## src/rtl/hbp_pkg.sv

```systemverilog
package hbp_pkg;
  localparam int NUM_OUT = 6;

  typedef struct packed {
    logic hbridge;
    logic dir;
    logic hs_off;
    logic inv_all;
  } hb_ctrl_t;
endpackage

```

## src/rtl/hbp_sync.sv

```systemverilog
module hbp_sync #(
  parameter int STAGES = 2
) (
  input  logic clk,
  input  logic rst,
  input  logic d,
  output logic q
);
  logic [STAGES-1:0] chain;

  always_ff @(posedge clk) begin
    if (rst) chain <= '1;
    else     chain <= {chain[STAGES-2:0], d};
  end

  assign q = chain[STAGES-1];
endmodule

```

## src/rtl/hbp_prescale.sv

```systemverilog
module hbp_prescale #(
  parameter int PS_W = 3
) (
  input  logic            clk,
  input  logic            rst,
  input  logic [PS_W-1:0] code,
  input  logic            clear,
  output logic            tick
);
  localparam int DIV_W = 1 << PS_W;

  logic [DIV_W-1:0] pre_q;
  logic [DIV_W-1:0] limit;

  // limit = 2^(code+1) - 1: bits 0..code set
  always_comb begin
    limit = '0;
    for (int i = 0; i < DIV_W; i++) begin
      if (i <= int'(code)) limit[i] = 1'b1;
    end
  end

  assign tick = (pre_q >= limit);

  always_ff @(posedge clk) begin
    if (rst || clear) pre_q <= '0;
    else if (tick)    pre_q <= '0;
    else              pre_q <= pre_q + 1'b1;
  end
endmodule

```

## src/rtl/hbp_timebase.sv

```systemverilog
module hbp_timebase #(
  parameter int CNT_W = 8,
  parameter int NCH   = 6
) (
  input  logic                 clk,
  input  logic                 rst,
  input  logic                 tick,
  input  logic                 clear,
  input  logic                 load_ok,
  input  logic [CNT_W-1:0]     period,
  input  logic [NCH*CNT_W-1:0] cmp_flat,
  output logic [CNT_W-1:0]     cnt,
  output logic [NCH-1:0]       raw
);
  logic [CNT_W-1:0] cnt_q;
  logic             step01;

  assign step01 = tick && !clear && (cnt_q == '0) && (period != '0);

  always_ff @(posedge clk) begin
    if (rst || clear) cnt_q <= '0;
    else if (tick)    cnt_q <= (cnt_q >= period) ? '0 : cnt_q + 1'b1;
  end

  assign cnt = cnt_q;

  for (genvar ch = 0; ch < NCH; ch++) begin : g_chan
    logic [CNT_W-1:0] shadow_q;

    always_ff @(posedge clk) begin
      if (rst)                     shadow_q <= '0;
      else if (step01 && load_ok)  shadow_q <= cmp_flat[ch*CNT_W +: CNT_W];
    end

    assign raw[ch] = (cnt_q < shadow_q);
  end
endmodule

```

## src/rtl/hbp_outstage.sv

```systemverilog
module hbp_outstage
  import hbp_pkg::*;
(
  input  logic               clk,
  input  logic               rst,
  input  logic [NUM_OUT-1:0] raw,
  input  logic               en,
  input  hb_ctrl_t           ctrl,
  input  logic [2:0]         inv_odd,
  output logic [NUM_OUT-1:0] pwm_q
);
  logic [NUM_OUT-1:0] gated;
  logic [NUM_OUT-1:0] steered;
  logic [NUM_OUT-1:0] shaped;

  always_comb begin
    gated = en ? raw : '0;

    steered = gated;
    if (ctrl.hbridge && en) begin
      if (ctrl.hs_off) begin
        steered[0] = 1'b1;
        steered[2] = 1'b1;
        steered[1] = 1'b0;
        steered[3] = 1'b0;
      end else if (ctrl.dir) begin
        steered[3:2] = 2'b00;
      end else begin
        steered[1:0] = 2'b00;
      end
    end

    shaped    = steered;
    shaped[1] = steered[1] ^ inv_odd[0];
    shaped[3] = steered[3] ^ inv_odd[1];
    shaped[5] = steered[5] ^ inv_odd[2];
    if (ctrl.hbridge && ctrl.inv_all) shaped = ~shaped;
  end

  always_ff @(posedge clk) begin
    if (rst) pwm_q <= '0;
    else     pwm_q <= shaped;
  end
endmodule

```

## src/rtl/hbridge_pwm.sv

```systemverilog
module hbridge_pwm
  import hbp_pkg::*;
#(
  parameter int CNT_W       = 8,
  parameter int PS_W        = 3,
  parameter int SYNC_STAGES = 2
) (
  input  logic                     clk,
  input  logic                     rst,
  input  logic                     cfg_enable,
  input  logic                     cfg_hbridge,
  input  logic                     cfg_dir,
  input  logic                     cfg_hs_off,
  input  logic                     cfg_reload,
  input  logic                     cfg_inv_all,
  input  logic [2:0]               cfg_inv_odd,
  input  logic                     cfg_sync_en,
  input  logic                     cfg_trip_en,
  input  logic [PS_W-1:0]          cfg_prescale,
  input  logic [CNT_W-1:0]         period,
  input  logic [NUM_OUT*CNT_W-1:0] cmp_values,
  input  logic                     sync_n,
  input  logic                     trip_n,
  input  logic                     irq_clr,
  output logic [NUM_OUT-1:0]       pwm_out,
  output logic                     trip_irq,
  output logic                     tripped
);
  logic sync_q, sync_prev, sync_fall, sync_clear;
  logic trip_q, trip_hit;
  logic halt_q, irq_q;
  logic tick, en_eff, load_ok;
  logic [CNT_W-1:0]   cnt;
  logic [NUM_OUT-1:0] raw;
  hb_ctrl_t           ctrl;

  hbp_sync #(.STAGES(SYNC_STAGES)) u_sync_in (
    .clk(clk), .rst(rst), .d(sync_n), .q(sync_q)
  );

  hbp_sync #(.STAGES(SYNC_STAGES)) u_trip_in (
    .clk(clk), .rst(rst), .d(trip_n), .q(trip_q)
  );

  always_ff @(posedge clk) begin
    if (rst) sync_prev <= 1'b1;
    else     sync_prev <= sync_q;
  end

  assign sync_fall  = sync_prev && !sync_q;
  assign sync_clear = cfg_sync_en && sync_fall;
  assign trip_hit   = cfg_trip_en && !trip_q;

  always_ff @(posedge clk) begin
    if (rst)             halt_q <= 1'b0;
    else if (trip_hit)   halt_q <= 1'b1;
    else if (!cfg_enable) halt_q <= 1'b0;
  end

  always_ff @(posedge clk) begin
    if (rst)           irq_q <= 1'b0;
    else if (trip_hit) irq_q <= 1'b1;
    else if (irq_clr)  irq_q <= 1'b0;
  end

  assign en_eff  = cfg_enable && !halt_q;
  assign load_ok = !cfg_hbridge || cfg_reload;

  hbp_prescale #(.PS_W(PS_W)) u_pre (
    .clk(clk), .rst(rst), .code(cfg_prescale), .clear(sync_clear), .tick(tick)
  );

  hbp_timebase #(.CNT_W(CNT_W), .NCH(NUM_OUT)) u_tb (
    .clk(clk), .rst(rst), .tick(tick), .clear(sync_clear), .load_ok(load_ok),
    .period(period), .cmp_flat(cmp_values), .cnt(cnt), .raw(raw)
  );

  assign ctrl = '{hbridge: cfg_hbridge, dir: cfg_dir, hs_off: cfg_hs_off, inv_all: cfg_inv_all};

  hbp_outstage u_out (
    .clk(clk), .rst(rst), .raw(raw), .en(en_eff), .ctrl(ctrl),
    .inv_odd(cfg_inv_odd), .pwm_q(pwm_out)
  );

  assign trip_irq = irq_q;
  assign tripped  = halt_q;
endmodule

```

## config.mk

```make
export PLATFORM = sky130hd
export DESIGN_NAME = hbridge_pwm
export DESIGN_NICKNAME = d
export VERILOG_FILES = /design/src/rtl/hbp_pkg.sv /design/src/rtl/hbp_sync.sv /design/src/rtl/hbp_prescale.sv /design/src/rtl/hbp_timebase.sv /design/src/rtl/hbp_outstage.sv /design/src/rtl/hbridge_pwm.sv
export SDC_FILE = /design/constraint.sdc
export NUM_CORES = 1
export LEC_CHECK = 0
export BUFFER_PORTS_ARGS = -buffer_cell sky130_fd_sc_hd__buf_2
export CAP_MARGIN = 20
export CORE_ASPECT_RATIO = 1.2
export CORE_UTILIZATION = 25
export CTS_CLUSTER_SIZE = 14
export DETAILED_ROUTE_END_ITERATION = 8
export PLACE_DENSITY_LB_ADDON = 0.2
export SLEW_MARGIN = 10
export SYNTH_ARGS = -nofsm -noshare
export SYNTH_HDL_FRONTEND = slang
export SYNTH_SLANG_ARGS = --single-unit
```

## constraint.sdc

```tcl
create_clock -name clk -period 2.5 [get_ports clk]
set_input_delay 0.25 -clock clk [delete_from_list [all_inputs] [get_ports clk]]
set_output_delay 0.25 -clock clk [all_outputs]
set_load 0.02 [all_outputs]
```

==> results of run 1 <==
==> metal layers <==
metal  wire length [µm]  vias to the layer above  track usage, %
met3                530                       20           2.695
met4                221                        0           5.793
met1               4991                     1580           15.39
met2               5542                       74           23.73
li1                   -                     1849               -
met5                  0                        -               0
==> sequential cells by signal, summed over array words and instances, names as in the netlist, 2 cells and up <==
signal	flops
u_pre.pre_q	8
u_trip_in.chain	2
u_tb.cnt	8
u_sync_in.chain	2
u_tb.g_chan.shadow_q	48
u_out.pwm_q	6
==> worst paths after layout <==
| path | from | to | slack, ns | depth (start not counted) |
|---|---|---|---|---|
| max | u_tb.cnt[2] | u_tb.g_chan[3].shadow_q[4] | 0.22 | 8 |
| min | sync_n | u_sync_in.chain[0] | 0.09 | 2 |
| max reg2reg | u_tb.cnt[2] | u_tb.g_chan[3].shadow_q[4] | 0.22 | 8 |
| min reg2reg | u_trip_in.chain[0] | u_trip_in.chain[1] | 0.41 | 1 |
==> cell type report <==
class / count / area (µm²)
inverters: 57 / 214.0
multi-input cells: 336 / 2514
fillers: 1808 / 11530
clock buffers: 10 / 229.0
flip-flops and latches: 77 / 1541
repair buffers: 96 / 553.0
clock inverters: 6 / 63.81
well taps: 216 / 270.3
==> per-stage QoR <==
stage	area, µm²	instances
final	5385	798
after global routing	5385	798
after CTS	5385	798
after detailed placement	5092	782
after global placement	5092	782
after floorplan	4328	483
==> cells in the mapped netlist, types with 2 or more instances <==
cell type,instances
nor2_1,80
dfxtp_1,77
ha_1,60
inv_1,57
mux2i_1,48
a21oi_1,16
nand3_1,16
xnor2_1,13
o21ai_0,11
a211oi_1,9
nand2_1,9
clkbuf_1,8
nand4_1,8
xor2_1,8
nand2b_1,7
nor3_1,7
or2_2,5
a2111oi_0,4
a21boi_0,3
a21o_1,3
nor2b_1,3
nor4_1,3
o211ai_1,3
a221oi_1,2
and3_1,2
buf_2,2
buf_6,2
o21a_1,2
o31ai_1,2
==> cell families (layout without fill, tap and decap cells) <==
group / Yosys count / after routing / share of synthesized area, %
fa+ha+maj: 60 / 60 / 17.35
flops: 77 / 77 / 35.62
xor+xnor: 21 / 21 / 4.250
mux: 48 / 48 / 11.10
buf+inv: 70 / 169 / 6.563
compound gates: 64 / 64 / 10.20
simple gates: 143 / 143 / 14.92
==> worst max-delay path, cell delays in order (launching register included) <==
cell and delay [ns]:
dfxtp_1 0.31, or4_1 0.52, a21oi_1 0.20, nand4_1 0.19
a221oi_4 0.26, buf_12 0.18, buf_12 0.20, mux2i_1 0.22
nor2_1 0.05
==> power breakdown <==
part           leakage, nW  switching (mW)  internal (mW)
combinational         1.46           0.115         0.0921
clock                0.138           0.527          0.771
sequential           0.623          0.0110           1.25
==> reports/qor.csv, run 1 <==
stage,metric,value,unit
synth,synth.avg_cell_area,8.960,µm²
cts,cts_made_buffers,9,
cts,clock_tree_sinks,77,
layout,area_delta_synth_final,24.43,%
sta,timing.final.hold_violations,0,
cts,cts_setup_buffers,0,
route,drc_viols,0,
min_path,worst_hold_path_type,primary input to flip-flop,
layout,design.final.nets,712,
global_route,grt_usage,13.42,%
synth,syn-instance-count,483,
setup_path,timing.critical_path.from_type,flip-flop,
sta,final.min_clock_period,2.276,ns
cts,root_buffer,clkbuf_16,
sta,tightestPinTransition,0.6654,ns
route,drt_pre_antenna_iters,4,
layout,final_layout_size_suffix_gt1_share,20.27,%
place,port-buffer-count,82,
cts,cts.reportedPaths.clkPinSlew,0.06,ns
layout,mostFrequentLayoutCells,"buf_2 (82), nor2_1 (80), dfxtp_1 (77)",
power_and_ir_drop,static-leakage-power,2.218,nW
synth,syn-num-nets,618,
sta,finClkSkew,0.006804,ns
setup_path,critical_path_class,flip-flop to flip-flop,
setup_path,worst-endpoint-arrival,2.48,ns
place,dp.final_hpwl,8515,µm
route,dr.first_iter.drc_count,141,
power_and_ir_drop,post_route_total_power,2.762,mW
sta,setup_violations,0,
sta,final.setup.tns,0,ns
synth,synth-main-ff-cell,dfxtp_1,
setup_path,critPathRequiredTime,2.70,ns
layout,final_common_cell,buf_2,
die,io_pins,83,
synth,netlist_area,0.004328,mm²
place,gp_congestion,0.7920,
run_status,outcome,completed,
job,maximum_capacitance_violations,0,
sta,achievable-frequency,439.3,MHz
sta,setup_repair_after_global_routing_missed_its_margin,false,
cts,htree_num_levels,3,
die,fp.dieH,146.1,µm
synth,yosys.area.top_type,dfxtp_1,
synth,synth-edff-count,0,
route,viasPerCell,4.415,
setup_path,crit_fanout,20,
global_route,grt_max_degree,62,
power_and_ir_drop,max-vdd-ir-drop,0.0003174,V
route,detail-route-antenna-nets,0,
die,fp.dieArea,0.01784,mm²
route,post_drt_wl_per_cell,14.14,µm
synth,post_synth_main_area_contributors,"dfxtp_1 (36%), ha_1 (17%), mux2i_1 (11%), nor2_1 (6.9%), inv_1 (4.9%)",
die,design.core.area,0.01692,mm²
synth,synth_seq_cells,77,
cts,cts_tree,yes,
synth,asyncSetResetFlopFracSynth,0,%
route,routed_wl,11290,µm
sta,maxSlewViolCount,0,
synth,netlist-cell-type-count,42,
global_route,number_of_antenna_violations_at_the_first_check_in_global_routing,0,
cts,clock_path_buffers,2,
route,vias,3523,
synth,synth_warnings,0,
layout,antennaDiodeCount,0,
synth,yosys.area.top_type_share,35.62,%
global_route,grt_remaining_overflow,0,
cts,clk-insertion-delay-late,0.34,ns
sta,hold-worst-slack,0.09379,ns
die,die_x,122.1,µm
global_route,grt_pass1_wl,18250,µm
cts,post_cts_hold_buffer_count,0,
layout,final_util,31.83,%
global_route,first_global_vias,3700,
die,floorplan.rows,52,
sta,max-slew-margin-rel,55.64,%
cts,post_cts.resized_instances,0,
sta,timing.final.crit_share,91.05,%
setup_path,end_kind,flip-flop,
synth,synth_seq_area_share,35.62,%
sta,least_setup_slack_across_all_paths_after_layout,0.2236,ns
power_and_ir_drop,power_per_cell_area,512.9,mW/mm²
die,initial_core_util,25.58,%
place,worst_slack_at_placement,0.1308,ns
No activity file was read; power rests on OpenSTA's default activity.
==> run 2: changes to the inputs <==
--- a/config.mk
+++ b/config.mk
@@ -5,6 +5,7 @@
 export SDC_FILE = /design/constraint.sdc
 export NUM_CORES = 1
 export LEC_CHECK = 0
+export ABC_AREA = 1
 export BUFFER_PORTS_ARGS = -buffer_cell sky130_fd_sc_hd__buf_2
 export CAP_MARGIN = 20
 export CORE_ASPECT_RATIO = 1.2
==> run 2 against run 1 <==
  * Flip-flop and latch count stayed put
  * Setup slack better by 0.35 ns
  * Global-route usage is 0.10 points higher
  * Maximum frequency is 18% higher
  * Via count is 18% higher
  * First-iteration DRC count is 3.5% lower
==> reports/qor.csv, run 2 <==
stage,metric,value,unit,change
power_and_ir_drop,switching_share,23.41,%,was 23.66%
place,port-buffer-count,82,,unchanged
setup_path,reg2reg_to,u_tb.g_chan[0].shadow_q[5],,was u_tb.g_chan[3].shadow_q[4]
cts,post_cts.resized_instances,0,,unchanged
power_and_ir_drop,comb_power_share,7.9,%,was 7.5%
cts,root_buffer,clkbuf_16,,unchanged
setup_path,crit_slowest_cell,dfxtp_1,,was or4_1
sta,max-slew-margin-rel,66.74,%,was 55.64%
sta,timing.final.hold_violations,0,,unchanged
synth,synth-edff-count,0,,unchanged
synth,synth_warnings,0,,unchanged
die,initial_core_util,25.86,%,was 25.58%
layout,fill_cell_count,2073,,was 1808
sta,tightestPinTransition,0.4990,ns,was 0.6654 ns
sta,achievable-frequency,519.3,MHz,was 439.3 MHz
synth,synthMostInstantiatedCell,nand2_1,,was nor2_1
layout,final_layout_size_suffix_gt1_share,22.45,%,was 20.27%
synth,synth_commonest_cells,"nand2_1 (151), inv_1 (87), dfxtp_1 (77), a21oi_1 (68), ha_1 (60)",,"was nor2_1 (80), dfxtp_1 (77), ha_1 (60), inv_1 (57), mux2i_1 (48)"
synth,asyncSetResetFlopFracSynth,0,%,unchanged
synth,post_synth_main_area_contributors,"dfxtp_1 (32%), ha_1 (16%), nand2_1 (12%), a21oi_1 (7.2%), inv_1 (6.9%)",,"was dfxtp_1 (36%), ha_1 (17%), mux2i_1 (11%), nor2_1 (6.9%), inv_1 (4.9%)"
route,drc_viols,0,,unchanged
layout,final_common_cell,nand2_1,,was buf_2
power_and_ir_drop,power_per_cell_area,506.3,mW/mm²,was 512.9 mW/mm²
synth,syn-instance-count,635,,was 483
synth,synth-main-ff-cell,dfxtp_1,,unchanged
cts,htree_num_levels,3,,unchanged
sta,timing.final.crit_share,77.02,%,was 91.05%
power_and_ir_drop,p_clk_share,49.2,%,was 47.0%
route,dr.first_iter.drc_count,136,,was 141
place,gp_congestion,0.7745,,was 0.7920
die,io_pins,83,,unchanged
cts,cts_setup_buffers,0,,unchanged
global_route,grt_remaining_overflow,0,,unchanged
sta,hold-worst-slack,0.08418,ns,was 0.09379 ns
layout,area_delta_synth_final,21.43,%,was 24.43%
place,dp.final_hpwl,9320,µm,was 8515 µm
power_and_ir_drop,p_sw,0.6839,mW,was 0.6534 mW
route,routed_wl,12280,µm,was 11290 µm
power_and_ir_drop,max-vdd-ir-drop,0.0003388,V,was 0.0003174 V
sta,final.min_clock_period,1.926,ns,was 2.276 ns
power_and_ir_drop,p_int,2.238,mW,was 2.108 mW
cts,cts_made_buffers,9,,unchanged
route,drt_pre_antenna_iters,4,,unchanged
die,fp.dieH,153.0,µm,was 146.1 µm
sta,maxSlewViolCount,0,,unchanged
synth,yosys.area.top_type,dfxtp_1,,unchanged
global_route,grt_max_degree,49,,was 62
synth,synth_seq_cells,77,,unchanged
setup_path,worst-endpoint-arrival,2.21,ns,was 2.48 ns
setup_path,regToRegStartpoint,u_pre.pre_q[3],,was u_tb.cnt[2]
power_and_ir_drop,post_route_total_power,2.922,mW,was 2.762 mW
route,viasPerCell,4.260,,was 4.415
synth,netlist-cell-type-count,27,,was 42
layout,mostFrequentLayoutCells,"nand2_1 (150), inv_1 (87), buf_2 (82)",,"was buf_2 (82), nor2_1 (80), dfxtp_1 (77)"
global_route,grt_pass1_wl,20290,µm,was 18250 µm
synth,synth.avg_cell_area,7.484,µm²,was 8.960 µm²
cts,cts_tree,yes,,unchanged
synth,synth_seq_area_share,32.44,%,was 35.62%
die,design.core.area,0.01838,mm²,was 0.01692 mm²
min_path,hold-path-endpoint,u_sync_in.chain[0],,unchanged
run_status,outcome,completed,,unchanged
die,die_x,127.9,µm,was 122.1 µm
setup_path,crit_fanout,23,,was 20
synth,syn-num-nets,770,,was 618
setup_path,critical_path.top_delay_family,buffers and inverters,,was simple AND/OR/NAND/NOR gates
global_route,grt_usage,13.53,%,was 13.42%
synth,netlist_area,0.004752,mm²,was 0.004328 mm²
route,post_drt_wl_per_cell,12.56,µm,was 14.14 µm
setup_path,regToRegSetupSlack,0.57,ns,was 0.22 ns
cts,clk-insertion-delay-late,0.35,ns,was 0.34 ns
die,floorplan.rows,54,,was 52
layout,final_util,31.40,%,was 31.83%
job,maximum_capacitance_violations,0,,unchanged
setup_path,sequence_of_cells_on_the_critical_path,ha_1 -> nand4_1 -> nand3_1 -> nand2_1 -> nand2_2 -> buf_4 -> buf_4 -> nand3_1 -> a21oi_1,,was or4_1 -> a21oi_1 -> nand4_1 -> a221oi_4 -> buf_12 -> buf_12 -> mux2i_1 -> nor2_1
route,detail-route-antenna-nets,0,,unchanged
sta,final.setup.tns,0,ns,unchanged
setup_path,timing.reg2reg.worst_path_depth,9,,was 8
min_path,hold-path-cell-count,2,,unchanged
power_and_ir_drop,static-leakage-power,2.479,nW,was 2.218 nW
setup_path,end_kind,flip-flop,,unchanged
power_and_ir_drop,p_seq_share,42.9,%,was 45.5%
min_path,hold_path.startpoint,sync_n,,unchanged
cts,cts.reportedPaths.clkPinSlew,0.06,ns,about the same
sta,finClkSkew,0.008126,ns,was 0.006804 ns
global_route,first_global_vias,4193,,was 3700
cts,post_cts_hold_buffer_count,0,,unchanged
die,fp.dieArea,0.01957,mm²,was 0.01784 mm²
sta,setup_violations,0,,unchanged
min_path,worst_hold_path_type,primary input to flip-flop,,unchanged
setup_path,critPathMaxStageDelay,0.35,ns,was 0.52 ns
setup_path,critical_path_class,flip-flop to flip-flop,,unchanged
setup_path,worst-path-buf-inv,2,,unchanged
setup_path,timing.critical_path.from,u_pre.pre_q[3],,was u_tb.cnt[2]
cts,clock_path_buffers,2,,unchanged
setup_path,timing.critical_path.from_type,flip-flop,,unchanged
global_route,number_of_antenna_violations_at_the_first_check_in_global_routing,0,,unchanged
layout,design.final.nets,856,,was 712
route,vias,4166,,was 3523
synth,yosys.area.top_type_share,32.44,%,was 35.62%
setup_path,critPathRequiredTime,2.78,ns,was 2.70 ns
layout,max_reg_flops,48,,unchanged
layout,largest_register,u_tb.g_chan.shadow_q,,unchanged
sta,setup_repair_after_global_routing_missed_its_margin,false,,unchanged
layout,antennaDiodeCount,0,,unchanged
cts,clock_tree_sinks,77,,unchanged
[run 2: cell count changes after synthesis, moves of 7 or more]
cell / previous run / this run
nand3_2: 0 / 20
a21oi_2: 0 / 19
mux2i_1: 48 / 0
nand2b_1: 7 / 0
xnor2_1: 13 / 2
nand2_1: 9 / 151
a21oi_1: 16 / 68
inv_1: 57 / 87
nand3_1: 16 / 41
a211oi_1: 9 / 0
nor2_1: 80 / 37
[run 2: cell families after synthesis]
logic type	count (synthesis)	share of synthesized area, %
AND/OR/NAND/NOR	275	26.70
XOR/XNOR	11	2.028
buffers and inverters	112	10.51
AO/OA/AOI/OAI	100	12.53
flip-flops	77	32.44
adder cells (fa/ha/maj)	60	15.80
[run 2: worst max path at each step]
stage,end,slack [ns],cells past startpoint
floorplan,u_tb.g_chan[4].shadow_q[4],0.86,11
global placement,u_tb.g_chan[1].shadow_q[1],0.50,10
detailed placement,u_tb.g_chan[0].shadow_q[4],0.48,10
CTS,u_tb.g_chan[0].shadow_q[4],0.58,9
global route,u_tb.g_chan[0].shadow_q[4],0.34,9
finish,u_tb.g_chan[0].shadow_q[5],0.57,9
[run 2: power groups by stage]
stage / Sequential, mW / Clock [mW] / Combinational, mW
finish: 1.25 / 1.44 / 0.232
global route: 1.26 / 1.54 / 0.262
CTS: 1.25 / 1.49 / 0.237
detailed placement: 1.28 / 0 / 0.237
global placement: 1.28 / 0 / 0.237
floorplan: 1.29 / 0 / 0.124
[run 2: layer usage]
layer	GRT usage, %	vias to the layer above	wire length [µm]
li1	-	2235	-
met1	16.44	1858	5814
met2	22.93	59	5804
met4	5.210	0	245
met3	3.115	14	417
met5	0	-	0
[run 2: layout make-up]
class                           count  area [µm²]  share of cell area, %
Clock inverter                      5       83.83                  1.453
Inverter                           90       337.8                  5.854
Sequential cell                    77        1541                  26.71
Multi-Input combinational cell    446        2714                  47.03
Timing Repair Buffer               97       535.5                  9.280
Tap cell                          252       315.3                  5.464
Clock buffer                       11       242.7                  4.206
[run 2: metrics by stage]
| step | cells | cell area [µm²] | setup slack, ns |
|---|---|---|---|
| final | 978 | 5771 | 0.5744 |
| after global routing | 978 | 5771 | 0.3413 |
| after CTS | 978 | 5771 | 0.5766 |
| after detailed placement | 962 | 5444 | 0.4771 |
| after global placement | 962 | 5444 | 0.4963 |
| after floorplan | 635 | 4752 | 0.8592 |
